$ cat config.mk
export PLATFORM = sky130hd
export DESIGN_NAME = wkp_power_ctrl
export DESIGN_NICKNAME = d
export VERILOG_FILES = /design/src/rtl/wkp_pkg.sv /design/src/rtl/wkp_sync_fall.sv /design/src/rtl/wkp_src_qual.sv /design/src/rtl/wkp_power_ctrl.sv
export SDC_FILE = /design/constraint.sdc
export NUM_CORES = 1
export LEC_CHECK = 0
export BUFFER_PORTS_ARGS = -buffer_cell sky130_fd_sc_hd__buf_2
export CAP_MARGIN = 10
export CORE_AREA = 2 2 39 41
export CTS_CLUSTER_DIAMETER = 120
export CTS_CLUSTER_SIZE = 8
export DETAILED_ROUTE_END_ITERATION = 7
export DIE_AREA = 0 0 41 43
export GPL_TIMING_DRIVEN = 0
export PLACE_DENSITY = 0.69
export SKIP_CTS_REPAIR_TIMING = 1
export SLEW_MARGIN = 20
export SYNTH_ARGS = -nofsm -noshare
export SYNTH_HDL_FRONTEND = slang
export SYNTH_SLANG_ARGS = --single-unit
export TNS_END_PERCENT = 10
$ cat constraint.sdc
create_clock -name clk -period 1.21 [get_ports clk]
set_input_delay 0.3025 -clock clk [delete_from_list [all_inputs] [get_ports clk]]
set_output_delay 0.3025 -clock clk [all_outputs]
set_load 0.02 [all_outputs]
$ cat src/rtl/wkp_pkg.sv
package wkp_pkg;
    localparam int REG_W    = 8;
    localparam int FLG_WAKE = 0;
    localparam int FLG_KICK = 1;
    localparam int EN_WAKE  = 0;
    localparam int EN_KICK  = 1;
    localparam int EN_RCLR  = 2;
    localparam int EN_PWR   = 3;

    typedef struct packed {
        logic wf;
        logic kf;
        logic wake_en;
        logic kick_en;
        logic rclr_en;
        logic pwr_on;
        logic erase;
    } wkp_state_t;
endpackage

$ cat src/rtl/wkp_sync_fall.sv
module wkp_sync_fall #(
    parameter int STAGES = 2
) (
    input  logic clk,
    input  logic rst_n,
    input  logic din_n,
    output logic level_low,
    output logic fall
);
    localparam int W = STAGES + 1;

    logic [W-1:0] sh_q, sh_d;

    always_comb begin
        sh_d = {sh_q[W-2:0], din_n};
    end

    always_ff @(posedge clk or negedge rst_n) begin
        if (!rst_n) sh_q <= '1;
        else        sh_q <= sh_d;
    end

    assign level_low = ~sh_q[STAGES-1];
    assign fall      = sh_q[STAGES] & ~sh_q[STAGES-1];

    AST_FALL_SINGLE: assert property (@(posedge clk) disable iff (!rst_n)
        fall |=> !fall);
endmodule

$ cat src/rtl/wkp_src_qual.sv
module wkp_src_qual (
    input  logic main_ok,
    input  logic alarm,
    input  logic kick_fall,
    input  logic wake_en,
    input  logic kick_en,
    output logic wake_evt,
    output logic kick_evt
);
    always_comb begin
        wake_evt = alarm     & wake_en & ~main_ok;
        kick_evt = kick_fall & kick_en & ~main_ok;
    end
endmodule

$ cat src/rtl/wkp_power_ctrl.sv
module wkp_power_ctrl
    import wkp_pkg::*;
#(
    parameter int SYNC_STAGES = 2
) (
    input  logic             clk,
    input  logic             rst_n,
    input  logic             main_pwr_ok,
    input  logic             alarm_match,
    input  logic             kick_n,
    input  logic             rclr_n,
    input  logic             reg_wr,
    input  logic             reg_sel,
    input  logic [REG_W-1:0] reg_wdata,
    output logic [REG_W-1:0] reg_rdata,
    output logic             pwr_on_n,
    output logic             ram_erase
);
    wkp_state_t st_q, st_d;
    logic kick_low, kick_fall, rclr_low, rclr_fall;
    logic wake_evt, kick_evt;
    logic wr_flg, wr_ctl;
    logic wf_q, kf_q;

    wkp_sync_fall #(.STAGES(SYNC_STAGES)) u_kick_sync (
        .clk(clk), .rst_n(rst_n), .din_n(kick_n),
        .level_low(kick_low), .fall(kick_fall));

    wkp_sync_fall #(.STAGES(SYNC_STAGES)) u_rclr_sync (
        .clk(clk), .rst_n(rst_n), .din_n(rclr_n),
        .level_low(rclr_low), .fall(rclr_fall));

    wkp_src_qual u_qual (
        .main_ok(main_pwr_ok), .alarm(alarm_match), .kick_fall(kick_fall),
        .wake_en(st_q.wake_en), .kick_en(st_q.kick_en),
        .wake_evt(wake_evt), .kick_evt(kick_evt));

    always_comb begin
        st_d   = st_q;
        wr_flg = reg_wr & ~reg_sel;
        wr_ctl = reg_wr &  reg_sel;
        if (wr_flg) begin
            st_d.wf = st_q.wf & reg_wdata[FLG_WAKE];
            st_d.kf = st_q.kf & reg_wdata[FLG_KICK];
        end
        if (wr_ctl) begin
            st_d.wake_en = reg_wdata[EN_WAKE];
            st_d.kick_en = reg_wdata[EN_KICK];
            st_d.rclr_en = reg_wdata[EN_RCLR];
            if (!reg_wdata[EN_PWR]) st_d.pwr_on = 1'b0;
        end
        if (wake_evt) begin
            st_d.wf     = 1'b1;
            st_d.pwr_on = 1'b1;
        end
        if (kick_evt) begin
            st_d.kf     = 1'b1;
            st_d.pwr_on = 1'b1;
        end
        st_d.erase = st_q.rclr_en & rclr_low;
    end

    always_ff @(posedge clk or negedge rst_n) begin
        if (!rst_n) st_q <= '0;
        else        st_q <= st_d;
    end

    always_comb begin
        reg_rdata = '0;
        if (reg_sel) begin
            reg_rdata[EN_WAKE] = st_q.wake_en;
            reg_rdata[EN_KICK] = st_q.kick_en;
            reg_rdata[EN_RCLR] = st_q.rclr_en;
            reg_rdata[EN_PWR]  = st_q.pwr_on;
        end else begin
            reg_rdata[FLG_WAKE] = st_q.wf;
            reg_rdata[FLG_KICK] = st_q.kf;
        end
    end

    assign pwr_on_n  = ~st_q.pwr_on;
    assign ram_erase = st_q.erase;
    assign wf_q      = st_q.wf;
    assign kf_q      = st_q.kf;

    AST_WAKE_POWERS: assert property (@(posedge clk) disable iff (!rst_n)
        (alarm_match && !main_pwr_ok && st_q.wake_en) |=> (wf_q && !pwr_on_n));
    AST_KICK_POWERS: assert property (@(posedge clk) disable iff (!rst_n)
        (kick_fall && !main_pwr_ok && st_q.kick_en) |=> (kf_q && !pwr_on_n));
    AST_MAIN_BLOCKS: assert property (@(posedge clk) disable iff (!rst_n)
        (main_pwr_ok && !reg_wr) |=> ($stable(pwr_on_n) && $stable(wf_q) && $stable(kf_q)));
    AST_DISABLED_QUIET: assert property (@(posedge clk) disable iff (!rst_n)
        (!st_q.wake_en && !st_q.kick_en && !reg_wr) |=> $stable(pwr_on_n));
    AST_WF_HOST_CLEAR: assert property (@(posedge clk) disable iff (!rst_n)
        $fell(wf_q) |-> $past(reg_wr && !reg_sel && !reg_wdata[FLG_WAKE]));
    AST_KF_HOST_CLEAR: assert property (@(posedge clk) disable iff (!rst_n)
        $fell(kf_q) |-> $past(reg_wr && !reg_sel && !reg_wdata[FLG_KICK]));
    AST_RELEASE_BY_HOST: assert property (@(posedge clk) disable iff (!rst_n)
        $rose(pwr_on_n) |-> $past(reg_wr && reg_sel && !reg_wdata[EN_PWR]));
endmodule

# After elaboration in Yosys (flattened, before gate mapping)

Cells that the tools add are included.

Register bits after elaboration: 12
ROM bits: 0
Output and inout bits: 10
Bits of input ports: 16
Bits in latches: 0
Memory bits (writable): 0
Memories kept: 0

Divide/modulo/power cells: 0
Shifts and indexed selects: 0
Multiply operators: 0
Multiplexer cells: 9
Reductions and logical operators: 4
Magnitude comparators: 0
Bitwise gates (word level): 15
Eq/ne operators: 1
$add $sub $neg: 0

Operators by type and width:

| cell                                                                     | count |
|---|---|
| 1-bit bitwise AND                                                        | 10 |
| 1-bit 2-to-1 mux                                                         | 6 |
| 2-bit 2-to-1 mux                                                         | 3 |
| 1-bit NOT                                                                | 5 |
| 2-bit nonzero test                                                       | 2 |
| 3-bit by 1-bit inequality test with 1-bit output (second input constant) | 1 |
| 3-bit nonzero test                                                       | 1 |
| 2-bit AND reduction                                                      | 1 |

# Depth between registers and ports, before layout

Word-level depth: 6
Depth in mapped cells: 3
Mapped depth without buffers: 2

# Modules after synthesis

A second synthesis with hierarchy kept.

Cell total of the unflattened synthesis: 40
Area total of the unflattened synthesis: 538.0 um^2

By module, submodules not included:

| module         | instances | area an instance (um^2) | cells an instance |
|---|---|---|---|
| wkp_power_ctrl | 1         | 342.8                   | 28 |
| wkp_sync_fall  | 2         | 88.8                    | 5 |
| wkp_src_qual   | 1         | 17.5                    | 2 |

# Worst setup path after synthesis

Ideal clock, no wire load.

Path kind: input-to-output
Start: input port reg_sel
End: output port reg_rdata[0]
Path buffers: 1
Path slack: 0.000 ns
Stages: 2
Arrival time: 0.908 ns
Path through: buf_6 o21ai_0

Cells in the longest elaborated chain, start to end: 1

RTL lines:

| item               | line                 | source |
|---|---|---|
| start: declaration | wkp_power_ctrl.sv:13 | `input logic reg_sel,` |
| 2-bit 2-to-1 mux   | wkp_power_ctrl.sv:70 | `if (reg_sel) begin` |
| end: declaration   | wkp_power_ctrl.sv:15 | `output logic [REG_W-1:0] reg_rdata,` |

No other way between the ends.

# Final worst setup path

Start: register st_q[3] (netlist name)
End: output port reg_rdata[1]

Cells in the longest elaborated chain, start to end: 1

RTL lines:

| item                     | line                 | source |
|---|---|---|
| start: declaration       | wkp_power_ctrl.sv:19 | `wkp_state_t st_q, st_d;` |
| start signal: assignment | wkp_power_ctrl.sv:65 | `else st_q <= st_d;` |
| 2-bit 2-to-1 mux         | wkp_power_ctrl.sv:70 |  |

No other way between the ends.

==> impl_metrics.ini <==
[run_status]
status = finished with violations
violations = setup timing

[clocking]
cts.path.max_buffers = 2
cts.sinks = 12
clock_latency_ps = 260
clkTransAtPathRegs_ps = 80
clock-root-buffer = clkbuf_4
htree_levels = 1
cts_tree = done
numCtsBuffers = 3

[synth]
netlist_top_cells_area = dfrtp_1, dfstp_2, mux2_2, buf_4, and2_2
synth_edf_count = 0
synth_commonest_cells = dfrtp_1, dfstp_2, buf_4, mux2_2
yosysUniqueCellTypes = 18
synthCells = 38
synth_area_um2 = 507
synth_ff_type = dfrtp_1
yosysWarnings = 0
synth.most_common_cell = dfrtp_1
synth_top_cell_by_area = dfrtp_1
synthesis.area_per_instance_um2 = 13.3
ys_ff_latch = 12
ys_seq_area_share_pct = 60.5
synth_top_cell_area_share_pct = 34.6
synthArstFlopShare_pct = 100

[timing]
fin_tns_setup_ps = -311
skew_ps = 8.87
rsz0062_at_grt = yes
fmaxAchievable_mhz = 730
setup_slack_ps = -161
fin_crit_ps = 1370
final-max-slew-violation-count = 0
setup_violations = 4
hold_viol = 0
fin_crit_sh_pct = 113
fin_hold_ws_ps = 131

[layout]
areaGrowthSynthToFinish_pct = 31.6
layout.nets = 79
drive_gt1_share_pct = 58.1
antennaDiodeCount = 0
fillers = 139
fin_cells = 78

[floorplanning]
io_pins = 26
coreArea_um2 = 1380
initial_core_util_pct = 36.6
die_w_um = 41
dieArea_um2 = 1760
rows = 14
die_height_um = 43

[critical_path]
cp.required_ps = 910
r2r_start = u_kick_sync.sh_q[1]
path_cells = mux2_4, buf_6
max_stage_delay_ps = 400
crit_type = flop to output port
critPathCaptureType = output port
r2r_setup_slack_ps = 90
start_kind = flop
arrival_ps = 1070
cp_max_fo = 3
r2r_cells = 2
path_buf_inv = 1
cpMaxStageDelayCell = dfrtp_1
rr_endpoint = st_q[1]
cp_top_family = flip-flops

[power_and_ir_drop]
p_total_uw = 942
cellLeakagePower_uw = 0.000336
powerDensity_nw_per_um2 = 1410
ir_drop_v = 0.000744

[route]
vias_per_cell = 4.15
drcViolationCount = 0
drtPass1Iterations = 2
top_layer = met3
drt_iter0_drc = 3
wl_um = 789
ant_nets = 0
avgRoutedWirePerCell_um = 10.1
met1_length_um = 328
wl_met3_um = 58
num_vias = 324
wl_met2_um = 402

[global_route]
grt_pass1_vias = 296
grt_pass1_wl_um = 1150
gr-total-overflow = 0
antenna_found_initial = 0
grt_use_total_pct = 9.92
grt_max_degree = 13

[flow_run]
drv_cap = 0

[placement]
io_buffers = 16
place_congestion = 0.686
place_ws_ps = 27.0
dp.cells = 73

[min_path]
min_to = u_rclr_sync.sh_q[0]
hp-start = rclr_n
hold_depth = 1
hold_path.class = input port to flop
-- routing by layer --
metal | global-route usage, % | up-vias
li1 | - | 167
met1 | 10.9 | 145
met2 | 15.6 | 12
met3 | 1.57 | 0
met4 | 8.00 | 0
met5 | 0 | -
-- cells in the final DEF, fill, tap and decap left out, types with 2 or more instances in the layout --
cell type	instances
and2_2	2
buf_2	14
buf_4	5
buf_6	2
clkbuf_4	3
conb_1	4
dfrtp_1	7
dfstp_2	5
inv_1	2
mux2_2	3
nand2_1	2
nor2b_1	2
-- cell type report --
class / instances / area (um2) / share of cell area, %
Inverter: 2 / 7.51 / 1.13
Timing Repair Buffer: 17 / 98.8 / 14.8
Multi-Input combinational cell: 22 / 166 / 25.0
Sequential cell: 12 / 307 / 46.0
Clock buffer: 4 / 26.3 / 3.94
Buffer: 5 / 41.3 / 6.19
Tap cell: 16 / 20.0 / 3.00
-- logic make-up (layout without fill, tap and decap cells) --
family          count (synthesis)  count (layout)  synth area share, %
flops                          12              12                 60.5
simple gates                   10              10                 14.1
buf+inv                         7              28                 9.63
compound gates                  4               4                 6.17
mux                             4               4                 8.89
other cells                     1               4                0.740
-- power breakdown --
part           internal (uW)  total, uW  switching [uW]
registers                456        480            24.2
logic                    109        217             108
clock network            127        245             118
total                    692        942             250
-- registers in the layout (all words and copies together), names as in the netlist --
register	count
kf_q	1
ram_erase	1
st_q	4
u_kick_sync.sh_q	3
u_rclr_sync.sh_q	2
wf_q	1
-- worst reg2reg max path, cell delays in order, from the launching register on --
cell      delay, ps
dfstp_2         530
and4bb_2        230
a221o_1         250
-- stage by stage --
stage | instance area, um2 | util (%)
global placement | 618 | 44.7
CTS | 644 | 46.6
floorplan | 518 | -
detailed placement | 618 | 44.7
global route | 667 | 48.2
finish | 667 | 48.2
-- how the worst max path moves through the flow --
| stage | cells after the start | slack (ps) | end | startpoint |
|---|---|---|---|---|
| 4_1_cts | 2 | -170 | reg_rdata[1] | st_q[3] |
| 3_3_place_gp | 3 | 20 | reg_rdata[1] | reg_sel |
| 3_5_place_dp | 3 | 30 | reg_rdata[1] | reg_sel |
| 5_1_grt | 2 | -210 | reg_rdata[1] | st_q[3] |
| 2_1_floorplan | 2 | 120 | st_q[1] | u_kick_sync.sh_q[1] |
| 6_report | 2 | -160 | reg_rdata[1] | st_q[3] |
(Power assumes the default switching activity.)
